### src/rtl/radix_pte_pkg.sv
package radix_pte_pkg;
  localparam int PTE_W       = 64;
  localparam int PERM_W      = 3;
  localparam int EXEC_BIT    = 0;
  localparam int WRITE_BIT   = 1;
  localparam int READ_BIT    = 2;
  localparam int PRIV_BIT    = 3;
  localparam int ATTR_LO     = 4;
  localparam int CHG_BIT     = 7;
  localparam int REF_BIT     = 8;
  localparam logic [1:0] ATTR_NIIO = 2'b10;
  localparam int CAUSE_W     = 2;
  localparam int CAUSE_GUARD = 0;
  localparam int CAUSE_PROT  = 1;

  typedef enum logic [1:0] {
    ACC_LOAD  = 2'b00,
    ACC_STORE = 2'b01,
    ACC_FETCH = 2'b10,
    ACC_RSVD  = 2'b11
  } acc_e;

  typedef enum logic [1:0] {
    ST_IDLE = 2'b00,
    ST_WB   = 2'b01,
    ST_DONE = 2'b10
  } st_e;
endpackage

### src/rtl/radix_perm_eval.sv
module radix_perm_eval
  import radix_pte_pkg::*;
(
  input  logic [PERM_W-1:0]  eaa,
  input  logic               priv,
  input  logic [1:0]         attr,
  input  acc_e               acc,
  input  logic               problem,
  input  logic               partition,
  input  logic [PERM_W-1:0]  amr,
  output logic [PERM_W-1:0]  perm,
  output logic               fault,
  output logic [CAUSE_W-1:0] cause
);
  logic [PERM_W-1:0] allowed;
  logic [PERM_W-1:0] need;
  logic              guarded;

  always_comb begin
    need = '0;
    unique case (acc)
      ACC_STORE: need[WRITE_BIT] = 1'b1;
      ACC_FETCH: need[EXEC_BIT]  = 1'b1;
      default:   need[READ_BIT]  = 1'b1;
    endcase
  end

  always_comb begin
    if (!partition && priv && problem)
      allowed = '0;
    else if (!partition && !priv && !problem)
      allowed = eaa & amr;
    else
      allowed = eaa;
  end

  assign guarded = (attr == ATTR_NIIO) && (acc == ACC_FETCH);

  always_comb begin
    perm  = allowed;
    fault = 1'b0;
    cause = '0;
    if (guarded) begin
      perm               = '0;
      fault              = 1'b1;
      cause[CAUSE_GUARD] = 1'b1;
    end else if ((need & ~allowed) != '0) begin
      fault = 1'b1;
      if (acc == ACC_FETCH) cause[CAUSE_GUARD] = 1'b1;
      else                  cause[CAUSE_PROT]  = 1'b1;
    end
  end
endmodule

### src/rtl/radix_rc_merge.sv
module radix_rc_merge
  import radix_pte_pkg::*;
(
  input  logic [PTE_W-1:0]  pte_in,
  input  acc_e              acc,
  input  logic [PERM_W-1:0] perm_in,
  output logic [PTE_W-1:0]  pte_out,
  output logic [PERM_W-1:0] perm_out,
  output logic              changed
);
  logic [PTE_W-1:0] set_mask;
  logic             is_store;

  assign is_store = (acc == ACC_STORE);

  always_comb begin
    set_mask          = '0;
    set_mask[REF_BIT] = 1'b1;
    set_mask[CHG_BIT] = is_store;
  end

  assign pte_out = pte_in | set_mask;
  assign changed = (pte_out != pte_in);

  always_comb begin
    perm_out = perm_in;
    if (!is_store) perm_out[WRITE_BIT] = 1'b0;
  end
endmodule

### src/rtl/radix_pte_updater.sv
module radix_pte_updater
  import radix_pte_pkg::*;
#(
  parameter int ADDR_W = 56
) (
  input  logic               clk,
  input  logic               rst_n,
  input  logic               req_valid,
  output logic               req_ready,
  input  logic [PTE_W-1:0]   req_pte,
  input  logic [ADDR_W-1:0]  req_addr,
  input  logic [1:0]         req_access,
  input  logic               req_problem,
  input  logic               req_partition,
  input  logic [PERM_W-1:0]  req_amr,
  output logic               wr_valid,
  input  logic               wr_ready,
  output logic [ADDR_W-1:0]  wr_addr,
  output logic [PTE_W-1:0]   wr_data,
  output logic               done,
  output logic               res_fault,
  output logic [CAUSE_W-1:0] res_cause,
  output logic [PERM_W-1:0]  res_perm,
  output logic [PTE_W-1:0]   res_pte
);
  st_e               state;
  acc_e              acc;
  acc_e              r_acc;
  logic [ADDR_W-1:0] r_addr;
  logic [PERM_W-1:0] ev_perm;
  logic              ev_fault;
  logic [CAUSE_W-1:0] ev_cause;
  logic [PTE_W-1:0]  mg_pte;
  logic [PERM_W-1:0] mg_perm;
  logic              mg_changed;
  logic              take;

  assign acc  = acc_e'(req_access);
  assign take = req_valid && req_ready;

  radix_perm_eval u_eval (
    .eaa       (req_pte[PERM_W-1:0]),
    .priv      (req_pte[PRIV_BIT]),
    .attr      (req_pte[ATTR_LO+1:ATTR_LO]),
    .acc       (acc),
    .problem   (req_problem),
    .partition (req_partition),
    .amr       (req_amr),
    .perm      (ev_perm),
    .fault     (ev_fault),
    .cause     (ev_cause)
  );

  radix_rc_merge u_merge (
    .pte_in   (req_pte),
    .acc      (acc),
    .perm_in  (ev_perm),
    .pte_out  (mg_pte),
    .perm_out (mg_perm),
    .changed  (mg_changed)
  );

  always_ff @(posedge clk) begin
    if (!rst_n) begin
      state     <= ST_IDLE;
      r_acc     <= ACC_LOAD;
      r_addr    <= '0;
      res_fault <= 1'b0;
      res_cause <= '0;
      res_perm  <= '0;
      res_pte   <= '0;
    end else begin
      unique case (state)
        ST_IDLE: if (take) begin
          r_acc     <= acc;
          r_addr    <= req_addr;
          res_fault <= ev_fault;
          res_cause <= ev_cause;
          res_perm  <= ev_fault ? ev_perm : mg_perm;
          res_pte   <= ev_fault ? req_pte : mg_pte;
          state     <= (ev_fault || !mg_changed) ? ST_DONE : ST_WB;
        end
        ST_WB:   if (wr_ready) state <= ST_DONE;
        default: state <= ST_IDLE;
      endcase
    end
  end

  assign req_ready = (state == ST_IDLE);
  assign wr_valid  = (state == ST_WB);
  assign wr_addr   = r_addr;
  assign wr_data   = res_pte;
  assign done      = (state == ST_DONE);

  // write-back held stable under back-pressure
  a_r9_wb_hold: assert property (@(posedge clk) disable iff (!rst_n)
    wr_valid && !wr_ready |=> wr_valid && $stable(wr_data) && $stable(wr_addr));

  // done is a single-cycle pulse
  a_r9_done_pulse: assert property (@(posedge clk) disable iff (!rst_n)
    done |=> !done);

  // accepted request drops ready
  a_r10_busy_after_take: assert property (@(posedge clk) disable iff (!rst_n)
    req_valid && req_ready |=> !req_ready);

  // reference bit present in every successful result
  a_r6_ref_set: assert property (@(posedge clk) disable iff (!rst_n)
    done && !res_fault |-> res_pte[REF_BIT]);

  // non-store success never grants write
  a_r7_no_write_grant: assert property (@(posedge clk) disable iff (!rst_n)
    done && !res_fault && r_acc != ACC_STORE |-> !res_perm[WRITE_BIT]);

  // fault flag and cause vector agree, one cause at a time
  a_r5_cause_onehot: assert property (@(posedge clk) disable iff (!rst_n)
    done |-> $onehot0(res_cause) && (res_fault == (res_cause != '0)));

  // a guarded-fetch fault reports no permissions
  a_r1_guard_fetch: assert property (@(posedge clk) disable iff (!rst_n)
    done && res_fault && r_acc == ACC_FETCH && res_pte[ATTR_LO+1:ATTR_LO] == ATTR_NIIO
      |-> res_perm == '0 && res_cause[CAUSE_GUARD]);
endmodule

### config.mk
export PLATFORM = sky130hd
export DESIGN_NAME = radix_pte_updater
export DESIGN_NICKNAME = d
export VERILOG_FILES = /design/src/rtl/radix_pte_pkg.sv /design/src/rtl/radix_perm_eval.sv /design/src/rtl/radix_rc_merge.sv /design/src/rtl/radix_pte_updater.sv
export SDC_FILE = /design/constraint.sdc
export NUM_CORES = 1
export LEC_CHECK = 0
export BUFFER_PORTS_ARGS = -buffer_cell sky130_fd_sc_hd__buf_2
export CAP_MARGIN = 10
export CORE_AREA = 2 2 127 129
export DETAILED_ROUTE_END_ITERATION = 6
export DIE_AREA = 0 0 129 131
export HOLD_SLACK_MARGIN = 0.06
export PLACE_DENSITY_LB_ADDON = 0.2
export REMOVE_ABC_BUFFERS = 1
export SKIP_CTS_REPAIR_TIMING = 1
export SLEW_MARGIN = 20
export SYNTH_ARGS = -nofsm -noshare
export SYNTH_HDL_FRONTEND = slang
export SYNTH_SLANG_ARGS = --single-unit
### constraint.sdc
create_clock -name clk -period 1.52 [get_ports clk]
set_input_delay 0.152 -clock clk [delete_from_list [all_inputs] [get_ports clk]]
set_output_delay 0.152 -clock clk [all_outputs]
set_load 0.01 [all_outputs]
# Word-level counts from Yosys, hierarchy flattened
# Index checks and enable logic that the tools add are counted.
# totals
register_bits	128
out_inout_bits	193
elab_cells	53
# classes
n_eq_ne	8
muxes	19
bitwise_logic	4
n_reduce_logical	16
# op_table
op	n
$mux 64	1
$ne 64x64->1	1
$or 64x9->64	1
$mux 2	5
$mux 1	9
$mux 3	3
$and 3x3->3	2
$eq 2x2->1 const B	3
$logic_and 1x1->1	6
$eq 2x1->1 const B	2
$logic_not 1->1	4
$ne 2x1->1 const B	2
$pmux 2 s2	1
$reduce_and 2->1	2
$not 3->3	1
$reduce_bool 3->1	1
$logic_not 2->1	1
$reduce_or 2->1	1
$logic_or 1x1->1	1

# Logic depth before layout (Yosys ltp)
# Gate-level depths: netlist (run 1).
# logic_depth
word_depth	14
depth_mapped	6

# By module
# From an unflattened synthesis (run 1), not the netlist that was laid out.
# unflattened
hier_cells	663
area_unflattened_um2	6175.9
# by_module_without_submodules
module	instances	cells_per_inst	area_per_inst_um2
radix_pte_updater	1	566	5467.7
radix_rc_merge	1	71	528.0
radix_perm_eval	1	26	180.2

# Worst setup path after synthesis (run 1)
# No wires, ideal clock.
# synth_path
path_kind	input -> register
from	in req_access[0]
to	reg state[0]
setup_ns	0.059
arrival_ns	1.349
setup_slack_ns	0.112
stages	6
cell_sequence	inv_1 ha_1 a21bo_2 a31oi_2 nor4_2 a41o_2
# synth_via
elab_chain_len	11
word_cells_on_any_way	18
# synth_lines
item	line	text
from (decl)	radix_pte_updater.sv:12	input logic [1:0] req_access,
$eq 2x2->1 or $eq 2x1->1 (tied branches)	radix_perm_eval.sv:21, radix_perm_eval.sv:37, radix_rc_merge.sv:14	
$reduce_or 2->1 (no source line)	n/a	
$mux 1	radix_perm_eval.sv:21	unique case (acc)
$and 3x3->3	radix_perm_eval.sv:47	end else if ((need & ~allowed) != '0) begin
$reduce_bool 3->1	radix_perm_eval.sv:47	
$mux 1	radix_perm_eval.sv:47	
$mux 1	radix_perm_eval.sv:43	if (guarded) begin
$logic_or 1x1->1 (*)	radix_pte_updater.sv:81	state <= (ev_fault || !mg_changed) ? ST_DONE : ST_WB;
$mux 2 (*)	radix_pte_updater.sv:81	
$mux 2 (*)	radix_pte_updater.sv:74	ST_IDLE: if (take) begin
$pmux 2 s2 (*)	radix_pte_updater.sv:73	unique case (state)
to (signal assigned)	radix_pte_updater.sv:81	
to (decl)	radix_pte_updater.sv:26	st_e state;
# Mark *: on every way between the ends. The rest lies on a longest branch, timed or not. The select of a mux whose other input is x is not followed.
# A chain may end at the register's enable or synchronous reset.

# Worst setup path after layout (run 1)
# layout_path
from	reg state[1]
to	out wr_valid
# layout_via
elab_chain_len	1
# layout_lines
item	line	text
$eq 2x1->1	radix_pte_updater.sv:90	assign wr_valid = (state == ST_WB);
to (decl)	radix_pte_updater.sv:16	output logic wr_valid,
# Every way passes these cells.

==> reports/results.tsv, run 1 <==
metric	value	unit
Port Buffer Count	323	
Avg WL per Cell	12.8	µm
Slew @ Worst Pin	0.612	ns
CP required	1.37	ns
worst vdd ir	711	µV
Rows	46	
GPL Wtd Cong	0.755	
biggest cell delay along the critical path	0.45	ns
Yosys top cell by area	dfxtp_1	
post-synthesis sequential area ratio	0.493	
final-report max-slew violation count	0	
Hold Crit Depth	3	
max cap viols	0	
Syn Area/Cell	8.04	µm²
Inserted Diodes	0	
final setup margin	0.0857	ns
Worst Path Arrival	1.28	ns
Max Clock Skew	0.00999	ns
Placed Instances	1097	
area of the multi-input gates	1980	µm²
pin count of the biggest net entering global routing	54	
initial DRC count	244	
Synth area leaders	dfxtp_1 49%, nand2_1 17%, buf_4 9.3%, a21oi_1 7.8%, a21boi_0 5.9%	
CTS root buf	clkbuf_16	
Post-synth EDFFs	0	
min Tclk post-route	1.43	ns
Initial Util	0.333	
GRT overflow	0	
Mapped Area	5190	µm²
detailed placement HPWL	10500	µm
first-pass GRT wire length	21900	µm
Sequential cell area	2560	µm²
Synth top cells by count	240 x nand2_1, 128 x dfxtp_1, 81 x a21oi_1, 64 x buf_4, 41 x a21boi_0	
CTS tree	built	
CP max FO	6	
Max H-tree Level	4	
drt total wl	16100	µm
Finish-stage setup viols	0	
Cell Chain, Critical Path	and2b_2 -> buf_2	
layout cell share with drive strength beyond 1	0.380	
FMAX	697	MHz
Die W	129	µm
relative max-transition margin	0.589	
# clock sinks	128	
Residual DRC	0	
final cell count without fillers	1252	
Synth Area in Adders	0.00482	
core footprint	15600	µm²
crit end category	primary output	
post-synthesis mux area share	0	
xor and xnor fraction of the mapped netlist area	0	
P_leak	4.17	nW
DR vias	5374	
Post-synth top flop	dfxtp_1	
#FFs+latches synth	128	
Reg2Reg Setup Slack	0.09	ns
GRT Total Usage	0.164	
via count of the first global-routing pass	4309	
pre-CTS WS	-0.197	ns
yosys warns	0	
Tcrit/Tclk final	0.944	
antenna violations before repair	0	
RSZ-0062 raised after global routing	true	
Clock Path Buffers	2	
vias per std cell	4.29	
Top Ports	324	
number of CTS-inserted buffers	17	
Pwr per Cell Area	1180	nW/µm²
total power	10.0	mW
fillers	1502	
Hold/Removal Path Class	in -> reg	
Mapped Cells	646	
1st-pass router iterations	4	
Post-DRT Antenna Nets	0	
area fraction in compound gates after synthesis	0.167	
Synth top area share	0.493	
most common cell in the netlist	nand2_1	
Yosys cell types	34	
Vert. Die Dim	131	µm
Startpoint Class	register	
nets@finish	1156	
clock latency on the worst-skew pair	0.41	ns
Die Area	16900	µm²
Worst Setup Path Type	reg -> out	
ys async rst share	0	
hold_ws	0.0535	ns
Syn-to-layout area delta	63.9	%
Simple-Gate Fraction of Synth Area	0.204	
slowest CP cell	dfxtp_1	
final hold viol count	0	
clock slew at reported path FFs	0.05	ns
status	complete, no violations	
reg2reg path depth	5	
largest family of logic cells by synthesized area	simple AND/OR/NAND/NOR gates	
[registers in the layout (all words and copies together) (netlist names)]
name	count
wr_addr	56
res_pte	64
state	2
res_fault	1
res_cause	2
res_perm	3
[cell type report]
type	instances	area share
clock inverter	14	0.0265
tap	216	0.0317
inverter	4	0.00176
clock buffer	18	0.0504
timing repair buffer	463	0.356
sequential	128	0.301
multi-input combinational	409	0.232
[per-stage QoR]
stage,util,setup TNS (ns),area (µm²)
after floorplan,-,-723.10,4530
after global placement,0.423,-0.899,6610
after detailed placement,0.423,-0.929,6610
after CTS,0.465,0,7260
after global routing,0.546,-0.00810,8510
final,0.546,0,8510
[logic make-up (layout without fill, tap and decap cells)]
kind of cell / Yosys count / after routing
adders and majority gates: 2 / 2
buffers and inverters: 110 / 499
AOI/OAI and AO/OA: 140 / 140
DFF: 128 / 128
and+or+nand+nor: 266 / 267
[routing by layer]
metal	vias to the layer above	global-route usage	wire [µm]
met5	-	0	0
met3	14	0.0476	754
met4	0	0.0556	182
met1	2421	0.199	6790
li1	2781	-	-
met2	158	0.281	8340
[final timing paths]
check                            startpoint          end
worst min register to register  wr_addr[43]  wr_addr[43]
worst max register to register     state[1]  wr_addr[28]
worst max-delay path               state[1]     wr_valid
worst min-delay path               wr_ready     state[1]
[critical path: cells and delay by family, from the launching register on]
family,cells,cell delay [ns]
buf+inv,1,0.15
simple gates,1,0.28
flops,1,0.45
[cell usage in the layout, fill, tap and decap left out, drive strengths merged, types with 6 or more instances in the layout]
master and n:
a21boi 41, dlygate4sd3 120, nand3 6, a21oi 81, nor2 7, nand2 240
inv 9, clkbuf 18, buf 343, dfxtp 128
[where the power goes]
| part | internal [mW] | leakage (nW) | switching, mW | total (mW) |
|---|---|---|---|---|
| Sequential | 3.60 | 1.05 | 0.147 | 3.75 |
| Clock | 2.94 | 0.320 | 1.58 | 4.52 |
| Combinational | 0.840 | 2.80 | 0.892 | 1.73 |
Power figures use the tool's default switching activity.
==> inputs of run 2 (changes only) <==
ABC_AREA = 1   (was default)
CAP_MARGIN = default   (was 10)
==> run 2 against run 1 <==
Net effect:
- largest cell class unchanged
- routed wire length shrank 1.5%
- die area stayed put
- clock power increased by 9.7%
- worst setup slack improved by 0.043 ns
- maximum frequency up 3.1%
==> reports/results.tsv, run 2 <==
metric	value	unit
Sequential cell area	2560	µm²
Max Clock Skew	0.00841	ns
biggest cell delay along the critical path	0.35	ns
nets@finish	1159	
Most flops, register	res_pte	
met3 WL post-DR	868	µm
Cell Chain, Critical Path	buf_4 -> inv_1 -> nor2_1 -> buf_2	
final-report max-slew violation count	0	
CP required	1.37	ns
# clock sinks	128	
layout cell share with drive strength beyond 1	0.360	
drt total wl	15800	µm
Avg WL per Cell	12.6	µm
status	complete, no violations	
Clock Path Buffers	2	
Synth area leaders	dfxtp_1 50%, nor2_1 17%, buf_4 11%, o21ai_0 9.7%, o21ai_1 2.1%	
Yosys top cell by area	dfxtp_1	
Max H-tree Level	4	
area of the multi-input gates	1790	µm²
Finish-stage setup viols	0	
Die W	129	µm
RSZ-0062 raised after global routing	false	
relative max-transition margin	0.761	
Port Buffer Count	323	
CTS tree	built	
initial DRC count	234	
antenna violations before repair	0	
total power	10.8	mW
Post-DRT Antenna Nets	0	
max cap viols	0	
Synth top area share	0.498	
Post-synth EDFFs	0	
yosys warns	0	
slowest CP cell	dfxtp_2	
core footprint	15600	µm²
Yosys cell types	25	
commonest non-fill, non-tap cell in the layout	buf_2	
FMAX	719	MHz
post-synthesis sequential area ratio	0.498	
uppermost layer routed	met4	
first-pass GRT wire length	21100	µm
Hold/Removal Path Class	in -> reg	
Mapped Cells	661	
Post-synth top flop	dfxtp_1	
Inserted Diodes	0	
pin count of the biggest net entering global routing	59	
Syn Area/Cell	7.78	µm²
Placed Instances	1107	
final cell count without fillers	1255	
vias per std cell	4.32	
most common cell in the netlist	nor2_1	
1st-pass router iterations	4	
final hold viol count	0	
Worst Setup Path Type	reg -> out	
Largest register FFs	64	
most frequent cells in the layout	323 x buf_2, 238 x nor2_1, 127 x dfxtp_1, 116 x dlygate4sd3_1, 100 x o21ai_0	
#FFs+latches synth	128	
number of CTS-inserted buffers	17	
met2 WL	7940	µm
Slew @ Worst Pin	0.358	ns
GRT overflow	0	
clock slew at reported path FFs	0.06	ns
Post-Place Cell Area	6450	µm²
via count of the first global-routing pass	4170	
worst vdd ir	674	µV
crit end category	primary output	
Worst Path Arrival	1.24	ns
GRT Total Usage	0.159	
P_leak	4.24	nW
Pwr per Cell Area	1300	nW/µm²
pre-CTS WS	0.113	ns
Synth top cells by count	238 x nor2_1, 128 x dfxtp_1, 100 x o21ai_0, 75 x buf_4, 22 x o21ai_1	
clock latency on the worst-skew pair	0.41	ns
fillers	1512	
Top Ports	324	
fin util	0.535	
Residual DRC	0	
Vert. Die Dim	131	µm
Setup TNS	0	ns
final setup margin	0.129	ns
Die Area	16900	µm²
Final Cell Area	8350	µm²
Startpoint Class	register	
min Tclk post-route	1.39	ns
CP max FO	4	
ys async rst share	0	
Initial Util	0.330	
detailed placement HPWL	10300	µm
WP buf/inv	3	
Syn-to-layout area delta	62.3	%
DR vias	5427	
CTS root buf	clkbuf_16	
Mapped Area	5140	µm²
hold_ws	0.00374	ns
Rows	46	
Met1 Wirelength	6760	µm
Tcrit/Tclk final	0.915	
CP top delay family	flip-flops	
GPL Wtd Cong	0.720	
==> run 2: final cells by class <==
class / instances / share of cell area
timing repair buffer: 450 / 0.351
multi-input combinational: 411 / 0.214
clock inverter: 14 / 0.0340
tap: 216 / 0.0324
inverter: 18 / 0.00870
sequential: 128 / 0.307
clock buffer: 18 / 0.0526
==> run 2: kinds of logic (layout without fill, tap and decap cells) <==
group,after synthesis,in the layout,share of synthesized area
buffers and inverters,122,500,0.154
adder cells (fa/ha/maj),2,2,0.00487
AO/OA/AOI/OAI,135,135,0.133
flip-flops,128,128,0.498
AND/OR/NAND/NOR,274,274,0.210
==> run 2: report_power, final <==
part | switching (mW) | internal (mW)
logic | 1.06 | 0.923
registers | 0.206 | 3.69
clock network | 1.50 | 3.45
total | 2.76 | 8.07
==> run 2: path summary, 6_finish.rpt <==
kind,end,slack (ns),cells after the start,start
setup / recovery,wr_valid,0.13,4,state[0]
hold / removal,res_pte[29],0.004,3,req_pte[29]
setup reg to reg,wr_addr[38],0.14,6,state[1]
hold reg to reg,res_cause[1],0.46,2,res_cause[1]
==> run 2: layer usage <==
layer | GRT usage | up-vias
li1 | - | 2776
met1 | 0.190 | 2421
met2 | 0.267 | 209
met3 | 0.0546 | 21
met4 | 0.0595 | 0
met5 | 0 | -
==> run 2: tightest hold or removal path: stages <==
cell     delay, ns
buf_2         0.07
o21ai_0       0.07
nor2_1        0.07
